## src/rtl/gpio_pkg.sv

```systemverilog
// gpio_pkg: shared address map and constants for the port register core.
// Assumes a 4-bit register address; data width is set by each module.
package gpio_pkg;
    localparam int ADDR_W = 4;

    typedef enum logic [ADDR_W-1:0] {
        REG_IN       = 4'd0,
        REG_OUT      = 4'd1,
        REG_POL      = 4'd2,
        REG_DIR      = 4'd3,
        REG_LATCH    = 4'd4,
        REG_PULL_EN  = 4'd5,
        REG_PULL_SEL = 4'd6,
        REG_MASK     = 4'd7,
        REG_STAT     = 4'd8,
        REG_ODMODE   = 4'd9,
        REG_SRST     = 4'd10
    } reg_addr_e;

    localparam logic [7:0] SRST_KEY = 8'hA5;
endpackage

```

## src/rtl/gpio_sync.sv

```systemverilog
// gpio_sync: multi-stage synchronizer for asynchronous pin levels.
// Assumes each pin is sampled independently; no bus coherence is implied.
module gpio_sync #(
    parameter int W      = 8,
    parameter int STAGES = 2
) (
    input  logic         clk,
    input  logic         rst_n,
    input  logic [W-1:0] async_in,
    output logic [W-1:0] sync_out
);
    logic [W-1:0] stage_q [STAGES];

    // Shift the pin levels through the synchronizer chain.
    always_ff @(posedge clk) begin
        if (!rst_n) begin
            for (int s = 0; s < STAGES; s++) stage_q[s] <= '0;
        end else begin
            stage_q[0] <= async_in;
            for (int s = 1; s < STAGES; s++) stage_q[s] <= stage_q[s-1];
        end
    end

    assign sync_out = stage_q[STAGES-1];
endmodule

```

## src/rtl/gpio_cfg_regs.sv

```systemverilog
// gpio_cfg_regs: host-writable configuration registers and software reset decode.
// Assumes one write per cycle; the software reset key takes priority over the write.
module gpio_cfg_regs
    import gpio_pkg::*;
#(
    parameter int W = 8
) (
    input  logic              clk,
    input  logic              rst_n,
    input  logic              wr_en,
    input  logic [ADDR_W-1:0] wr_addr,
    input  logic [W-1:0]      wr_data,
    output logic              soft_rst,
    output logic [W-1:0]      out_q,
    output logic [W-1:0]      pol_q,
    output logic [W-1:0]      dir_q,
    output logic [W-1:0]      lat_q,
    output logic [W-1:0]      pen_q,
    output logic [W-1:0]      psel_q,
    output logic [W-1:0]      mask_q,
    output logic [W-1:0]      od_q
);
    // Decode the software reset command.
    assign soft_rst = wr_en && (wr_addr == REG_SRST) && (wr_data == W'(SRST_KEY));

    // Hold configuration; both reset sources restore defaults.
    always_ff @(posedge clk) begin
        if (!rst_n || soft_rst) begin
            out_q  <= '1;
            pol_q  <= '0;
            dir_q  <= '1;
            lat_q  <= '0;
            pen_q  <= '0;
            psel_q <= '0;
            mask_q <= '1;
            od_q   <= '0;
        end else if (wr_en) begin
            case (wr_addr)
                REG_OUT:      out_q  <= wr_data;
                REG_POL:      pol_q  <= wr_data;
                REG_DIR:      dir_q  <= wr_data;
                REG_LATCH:    lat_q  <= wr_data;
                REG_PULL_EN:  pen_q  <= wr_data;
                REG_PULL_SEL: psel_q <= wr_data;
                REG_MASK:     mask_q <= wr_data;
                REG_ODMODE:   od_q   <= wr_data;
                default:      ;
            endcase
        end
    end
endmodule

```

## src/rtl/gpio_in_track.sv

```systemverilog
// gpio_in_track: per-bit input snapshot, change latching and interrupt cause.
// Assumes pin_s is already synchronized; rd_in marks a host read of the input register.
module gpio_in_track #(
    parameter int W = 8
) (
    input  logic         clk,
    input  logic         rst_n,
    input  logic         soft_rst,
    input  logic         rd_in,
    input  logic [W-1:0] pin_s,
    input  logic [W-1:0] dir_q,
    input  logic [W-1:0] lat_q,
    input  logic [W-1:0] mask_q,
    output logic [W-1:0] in_raw,
    output logic [W-1:0] held_q,
    output logic [W-1:0] stat
);
    for (genvar i = 0; i < W; i++) begin : g_bit
        logic snap_b;
        logic held_b;
        logic cause_b;

        // Track the snapshot and the held change for one bit.
        always_ff @(posedge clk) begin
            if (!rst_n || soft_rst) begin
                snap_b <= 1'b0;
                held_b <= 1'b0;
            end else if (rd_in) begin
                snap_b <= pin_s[i];
                held_b <= 1'b0;
            end else if (!lat_q[i]) begin
                held_b <= 1'b0;
            end else if (!held_b && (pin_s[i] != snap_b)) begin
                snap_b <= pin_s[i];
                held_b <= 1'b1;
            end
        end

        // Cause: held change when latching, live mismatch otherwise.
        assign cause_b   = lat_q[i] ? held_b : (pin_s[i] != snap_b);
        assign stat[i]   = dir_q[i] & ~mask_q[i] & cause_b;
        assign in_raw[i] = (lat_q[i] && held_b) ? snap_b : pin_s[i];
        assign held_q[i] = held_b;
    end
endmodule

```

## src/rtl/gpio_pin_drive.sv

```systemverilog
// gpio_pin_drive: per-pin output value and enable for push-pull or open-drain use.
// Assumes dir bit 1 means input; open-drain pins never drive a high level.
module gpio_pin_drive #(
    parameter int W = 8
) (
    input  logic [W-1:0] dir_q,
    input  logic [W-1:0] out_q,
    input  logic [W-1:0] od_q,
    output logic [W-1:0] pin_out,
    output logic [W-1:0] pin_oe
);
    for (genvar i = 0; i < W; i++) begin : g_pin
        // Select drive behaviour for one pin.
        always_comb begin
            if (od_q[i]) begin
                pin_out[i] = 1'b0;
                pin_oe[i]  = ~dir_q[i] & ~out_q[i];
            end else begin
                pin_out[i] = out_q[i];
                pin_oe[i]  = ~dir_q[i];
            end
        end
    end
endmodule

```

## src/rtl/gpio_port_core.sv

```systemverilog
// gpio_port_core: register core of one I/O expander port.
// Assumes a synchronous bus with single-cycle strobes; read data is combinational.
module gpio_port_core
    import gpio_pkg::*;
#(
    parameter int WIDTH       = 8,
    parameter int SYNC_STAGES = 2
) (
    input  logic              clk,
    input  logic              rst_n,
    input  logic [ADDR_W-1:0] bus_addr,
    input  logic [WIDTH-1:0]  bus_wdata,
    input  logic              bus_we,
    input  logic              bus_re,
    output logic [WIDTH-1:0]  bus_rdata,
    input  logic [WIDTH-1:0]  pin_in,
    output logic [WIDTH-1:0]  pin_out,
    output logic [WIDTH-1:0]  pin_oe,
    output logic              irq_n
);
    logic             soft_rst;
    logic             rd_in;
    logic [WIDTH-1:0] pin_s;
    logic [WIDTH-1:0] out_q, pol_q, dir_q, lat_q, pen_q, psel_q, mask_q, od_q;
    logic [WIDTH-1:0] in_raw, held_q, stat;

    assign rd_in = bus_re && (bus_addr == REG_IN);

    gpio_sync #(.W(WIDTH), .STAGES(SYNC_STAGES)) u_sync (
        .clk      (clk),
        .rst_n    (rst_n),
        .async_in (pin_in),
        .sync_out (pin_s)
    );

    gpio_cfg_regs #(.W(WIDTH)) u_cfg (
        .clk      (clk),
        .rst_n    (rst_n),
        .wr_en    (bus_we),
        .wr_addr  (bus_addr),
        .wr_data  (bus_wdata),
        .soft_rst (soft_rst),
        .out_q    (out_q),
        .pol_q    (pol_q),
        .dir_q    (dir_q),
        .lat_q    (lat_q),
        .pen_q    (pen_q),
        .psel_q   (psel_q),
        .mask_q   (mask_q),
        .od_q     (od_q)
    );

    gpio_in_track #(.W(WIDTH)) u_track (
        .clk      (clk),
        .rst_n    (rst_n),
        .soft_rst (soft_rst),
        .rd_in    (rd_in),
        .pin_s    (pin_s),
        .dir_q    (dir_q),
        .lat_q    (lat_q),
        .mask_q   (mask_q),
        .in_raw   (in_raw),
        .held_q   (held_q),
        .stat     (stat)
    );

    gpio_pin_drive #(.W(WIDTH)) u_drive (
        .dir_q   (dir_q),
        .out_q   (out_q),
        .od_q    (od_q),
        .pin_out (pin_out),
        .pin_oe  (pin_oe)
    );

    // Read multiplexer; returns zero outside a read strobe.
    always_comb begin
        bus_rdata = '0;
        if (bus_re) begin
            case (bus_addr)
                REG_IN:       bus_rdata = in_raw ^ pol_q;
                REG_OUT:      bus_rdata = out_q;
                REG_POL:      bus_rdata = pol_q;
                REG_DIR:      bus_rdata = dir_q;
                REG_LATCH:    bus_rdata = lat_q;
                REG_PULL_EN:  bus_rdata = pen_q;
                REG_PULL_SEL: bus_rdata = psel_q;
                REG_MASK:     bus_rdata = mask_q;
                REG_STAT:     bus_rdata = stat;
                REG_ODMODE:   bus_rdata = od_q;
                default:      bus_rdata = '0;
            endcase
        end
    end

    assign irq_n = ~|stat;
endmodule

```

## config.mk

```make
export PLATFORM = sky130hd
export DESIGN_NAME = gpio_port_core
export DESIGN_NICKNAME = d
export VERILOG_FILES = /design/src/rtl/gpio_pkg.sv /design/src/rtl/gpio_sync.sv /design/src/rtl/gpio_cfg_regs.sv /design/src/rtl/gpio_in_track.sv /design/src/rtl/gpio_pin_drive.sv /design/src/rtl/gpio_port_core.sv
export SDC_FILE = /design/constraint.sdc
export NUM_CORES = 1
export LEC_CHECK = 0
export CAP_MARGIN = 20
export CORE_AREA = 2 2 119 121
export CTS_BUF_LIST = sky130_fd_sc_hd__clkbuf_4
export CTS_CLUSTER_DIAMETER = 120
export DETAILED_ROUTE_END_ITERATION = 10
export DIE_AREA = 0 0 121 123
export PLACE_DENSITY = 0.55
export SYNTH_ARGS = -nofsm -noshare
export SYNTH_HDL_FRONTEND = slang
export SYNTH_SLANG_ARGS = --single-unit
```

## constraint.sdc

```tcl
create_clock -name clk -period 2 [get_ports clk]
set_input_delay 0.4 -clock clk [delete_from_list [all_inputs] [get_ports clk]]
set_output_delay 0.4 -clock clk [all_outputs]
set_load 0.02 [all_outputs]
```

==> flow_summary_export.csv <==
group,metric,value,unit
cts,cts-hold-fix-buffers,0,
pwr,power.switching,929.9,uW
sta,grt_setup_unrepaired,"true",
synth,yosysSeqAreaShare,41.27,%
global_routing,grt_remaining_overflow,0,
floorplan,initial_utilization,34.21,%
status,outcome,"finished with violations",
final_layout,final_layout_size_suffix_gt1_share,31.42,%
setup_path,worstPathArrival,1910,ps
floorplan,fp.dieH,123,microns
run,max_cap_violations,0,
final_layout,finish.instance_area,6444,sq um
global_routing,grt_use_total,19.78,%
synth,synth_edf_count,0,
sta,timing.clock.skew,17.93,ps
pwr,power.share.clock,29.5,%
setup_path,critical_path.cell_chain,"buf_8, or4_4, or3b_4, a31oi_4, buf_6",
setup_path,crit_path_start,"bus_addr[0]",
setup_path,critical_path_required,1600,ps
floorplan,placeableCoreArea,13610,sq um
cts,cts_tree,"built",
detailed_routing,vias_per_cell,5.251,
setup_path,timing.critical_path.max_delay_family,"simple AND/OR/NAND/NOR gates",
sta,finalCriticalPeriod,2306,ps
setup_path,endpoint_kind,"primary output",
detailed_routing,final_routed_drc_violation_total,0,
pwr,ir_worst_vdd,0.3348,mV
cts,cts.reportedPaths.clkPinSlew,150,ps
global_routing,number_of_global_route_vias_before_repair,4240,
final_layout,n_antenna_cell,0,
setup_path,r2r-start,"u_cfg.lat_q[3]",
synth,post-synth-top-area-cell,"dfxtp_1",
floorplan,die_w,121,microns
detailed_routing,detailroute.via_count,4337,
setup_path,startpoint_type,"input port",
detailed_routing,ant_nets,0,
cts,clock_sink_count,96,
status,violated_checks,"negative setup slack",
setup_path,reg2reg_slack,900,ps
synth,yosys.area.top_type_share,41.27,%
synth,post_synth_num_cell_types,42,
synth,net_count_synth,561,
cts,cts.htree.levels,3,
setup_path,worst-path-max-fanout,8,
synth,dominantRegCellSynth,"dfxtp_1",
detailed_routing,detailedRoute.firstPassIterationCount,4,
place,detailedPlace.worstSlack,-1137,ps
global_routing,pin_count_of_the_biggest_net_entering_global_routing,25,
sta,post-route-period-util,115.3,%
floorplan,io_pins,49,
detailed_routing,wl_per_cell,17.50,microns
sta,hold_viol,0,
setup_path,critical_path_cell_count,5,
setup_path,crit_buf_inv,2,
sta,timing.final.setup_violations,9,
synth,netlist_top_cells_area,"dfxtp_1 41%, mux2i_1 10%, nand2_1 4.1%",
final_layout,ff_latch_area,1971,sq um
cts,ctsLongestPathBuffers,2,
setup_path,worst_path_largest_cell_delay,620,ps
pwr,internal_power,2.587,mW
floorplan,die_area,14880,sq um
pwr,leakagePower,2.463,nW
sta,worst_slew_pin_slew,367.2,ps
pwr,power.share.switching,26.44,%
final_layout,final_util,47.34,%
sta,timing.max_slew.rel_slack,75.49,%
synth,synth.avg_cell_area,8.672,sq um
floorplan,core.rowCount,43,
cts,cts_buffers,9,
sta,slew_violations,0,
detailed_routing,sum_of_routed_wire_length_over_all_layers,14460,microns
sta,f_max,433.6,MHz
synth,syn_inst,537,
setup_path,path_class,"in2out",
final_layout,fillerInstances,1304,
final_layout,areaGrowthSynthToFinish,38.37,%
final_layout,layoutNonFillerInstCount,826,
global_routing,grt_antenna_before_repair,0,
place,detailedPlacementHpwl,10390,microns
detailed_routing,first_iter_violations,303,
synth,asyncSetResetFlopFracSynth,0,%
final_layout,num-nets-final,665,
place,portBuffers,48,
final_layout,multi_input_gate_area_in_the_final_layout,2877,sq um
pwr,power_frac_seq,56.1,%
synth,post_synth_instance_area,4657,sq um
pwr,power.density,545.7,nW/um^2
final_layout,layout.cells.most_common_list,"73 x buf_4, 67 x dfxtp_1, 51 x nand2_1",
setup_path,critPathSlowestCell,"or4_4",
global_routing,grt_first_pass_wirelength,22350,microns
sta,setup_total_negative_slack,-2250,ps
synth,synth_seq_cells,96,
min_path,hp-class,"reg2reg",
cts,clock_insertion_delay_worst_skew,480,ps
place,post_dp_cell_area,6008,sq um
setup_path,crit-reg2reg-capture,"u_track.g_bit[3].snap_b",
final_layout,leading_cell_type_in_the_layout_fill_and_taps_excluded,"buf_4",
setup_path,endpoint,"bus_rdata[5]",
setup_path,worstRegToRegCells,5,
pwr,power_frac_comb,14.4,%
sta,postLayoutSetupSlackWorst,-306.1,ps
place,place.detailed.instances,806,
synth,ys_warn_count,0,
cts,root_buffer,"clkbuf_4",
place,place.gp.congestion,0.8825,
[power by group through the flow]
stage               registers [mW]  clock network, mW  logic (mW)
floorplan                     2.01                  0       0.257
global placement              2.01                  0       0.474
detailed placement            2.01                  0       0.481
CTS                           1.97               1.07       0.498
global route                  1.98               1.13       0.545
finish                        1.97               1.04       0.508
[worst min path at each step]
| stage | endpoint | slack, ps | cells past startpoint | from |
|---|---|---|---|---|
| after floorplan | u_sync.stage_q[0][15] | 410 | 1 | u_sync.stage_q[0][7] |
| after global placement | u_sync.stage_q[0][11] | 410 | 1 | u_sync.stage_q[0][3] |
| after detailed placement | u_sync.stage_q[0][11] | 420 | 1 | u_sync.stage_q[0][3] |
| after CTS | u_sync.stage_q[0][13] | 450 | 1 | u_sync.stage_q[0][5] |
| after global routing | u_sync.stage_q[0][11] | 460 | 1 | u_sync.stage_q[0][3] |
| final | u_sync.stage_q[0][13] | 430 | 1 | u_sync.stage_q[0][5] |
[metrics by stage]
step                total power, mW  hold WS [ps]
floorplan                     2.265         411.8
CTS                           3.540         445.7
global route                  3.650         461.7
finish                        3.517         431.9
detailed placement            2.496         418.7
global placement              2.487         414.3
[Yosys cell counts, types with 2 or more instances]
cell,n
o2111ai_1,8
xor2_1,8
nor3_1,8
a31oi_1,8
nand3_1,17
a21oi_1,16
mux2_2,8
mux2i_1,48
and3_1,24
clkbuf_1,17
buf_6,2
nor2b_1,11
nand4_1,2
nand3b_1,2
and3b_1,3
inv_1,10
buf_2,12
a22oi_1,16
buf_1,7
nand2_1,51
o22a_1,8
a21boi_0,8
o21ai_0,33
nor4bb_1,2
or3b_1,3
o211ai_1,8
nor2_1,50
and2_1,16
nor3b_1,11
dfxtp_1,96
nand2b_1,8
or3b_2,5
nor3b_2,2
[routing by layer]
metal | vias to the layer above | global-route usage, % | wire (microns)
met4 | 0 | 9.593 | 467
met2 | 100 | 32.69 | 6849
li1 | 2104 | - | -
met5 | - | 0 | 0
met3 | 34 | 3.506 | 560
met1 | 2099 | 24.99 | 6578
[worst reg2reg max path, cell delays in order, from the launching register on]
cell and delay, ps:
dfxtp_2 380, buf_4 140, nand2b_1 90, o21ai_0 140, mux2i_1 220, nor2_1 50
[what timing repair did]
item | 4_1_cts | 5_1_grt
hold endpoints to repair | 0 | 0
pin swaps | 14 | 10
setup endpoints to repair | 25 | 9
resized for setup | 152 | 38
buffers inserted | 1 | 2
gates cloned | 1 | 0
[registers in the layout, indices dropped and copies added (netlist names)]
name,cells
u_cfg.dir_q,8
u_cfg.lat_q,8
u_cfg.mask_q,8
u_cfg.od_q,8
u_cfg.out_q,8
u_cfg.pen_q,8
u_cfg.pol_q,8
u_cfg.psel_q,8
u_sync.stage_q,16
u_track.g_bit.held_b,8
u_track.g_bit.snap_b,8
[layout make-up]
type	instances	area share, %
inverter	10	0.5825
clock buffer	11	1.282
tap	180	3.495
timing repair buffer	131	18.68
clock inverter	5	0.7379
sequential	96	30.58
multi-input combinational	393	44.64
[cells by family (layout without fill, tap and decap cells)]
family | after synthesis | in the layout | share of synthesized area, %
DFF | 96 | 96 | 41.27
buffers and inverters | 49 | 157 | 4.675
xor gates and xnor gates | 8 | 8 | 1.505
muxes | 56 | 56 | 12.25
and+or+nand+nor | 220 | 221 | 25.28
AOI/OAI and AO/OA | 108 | 108 | 15.02
No activity file was read; power rests on OpenSTA's default activity.
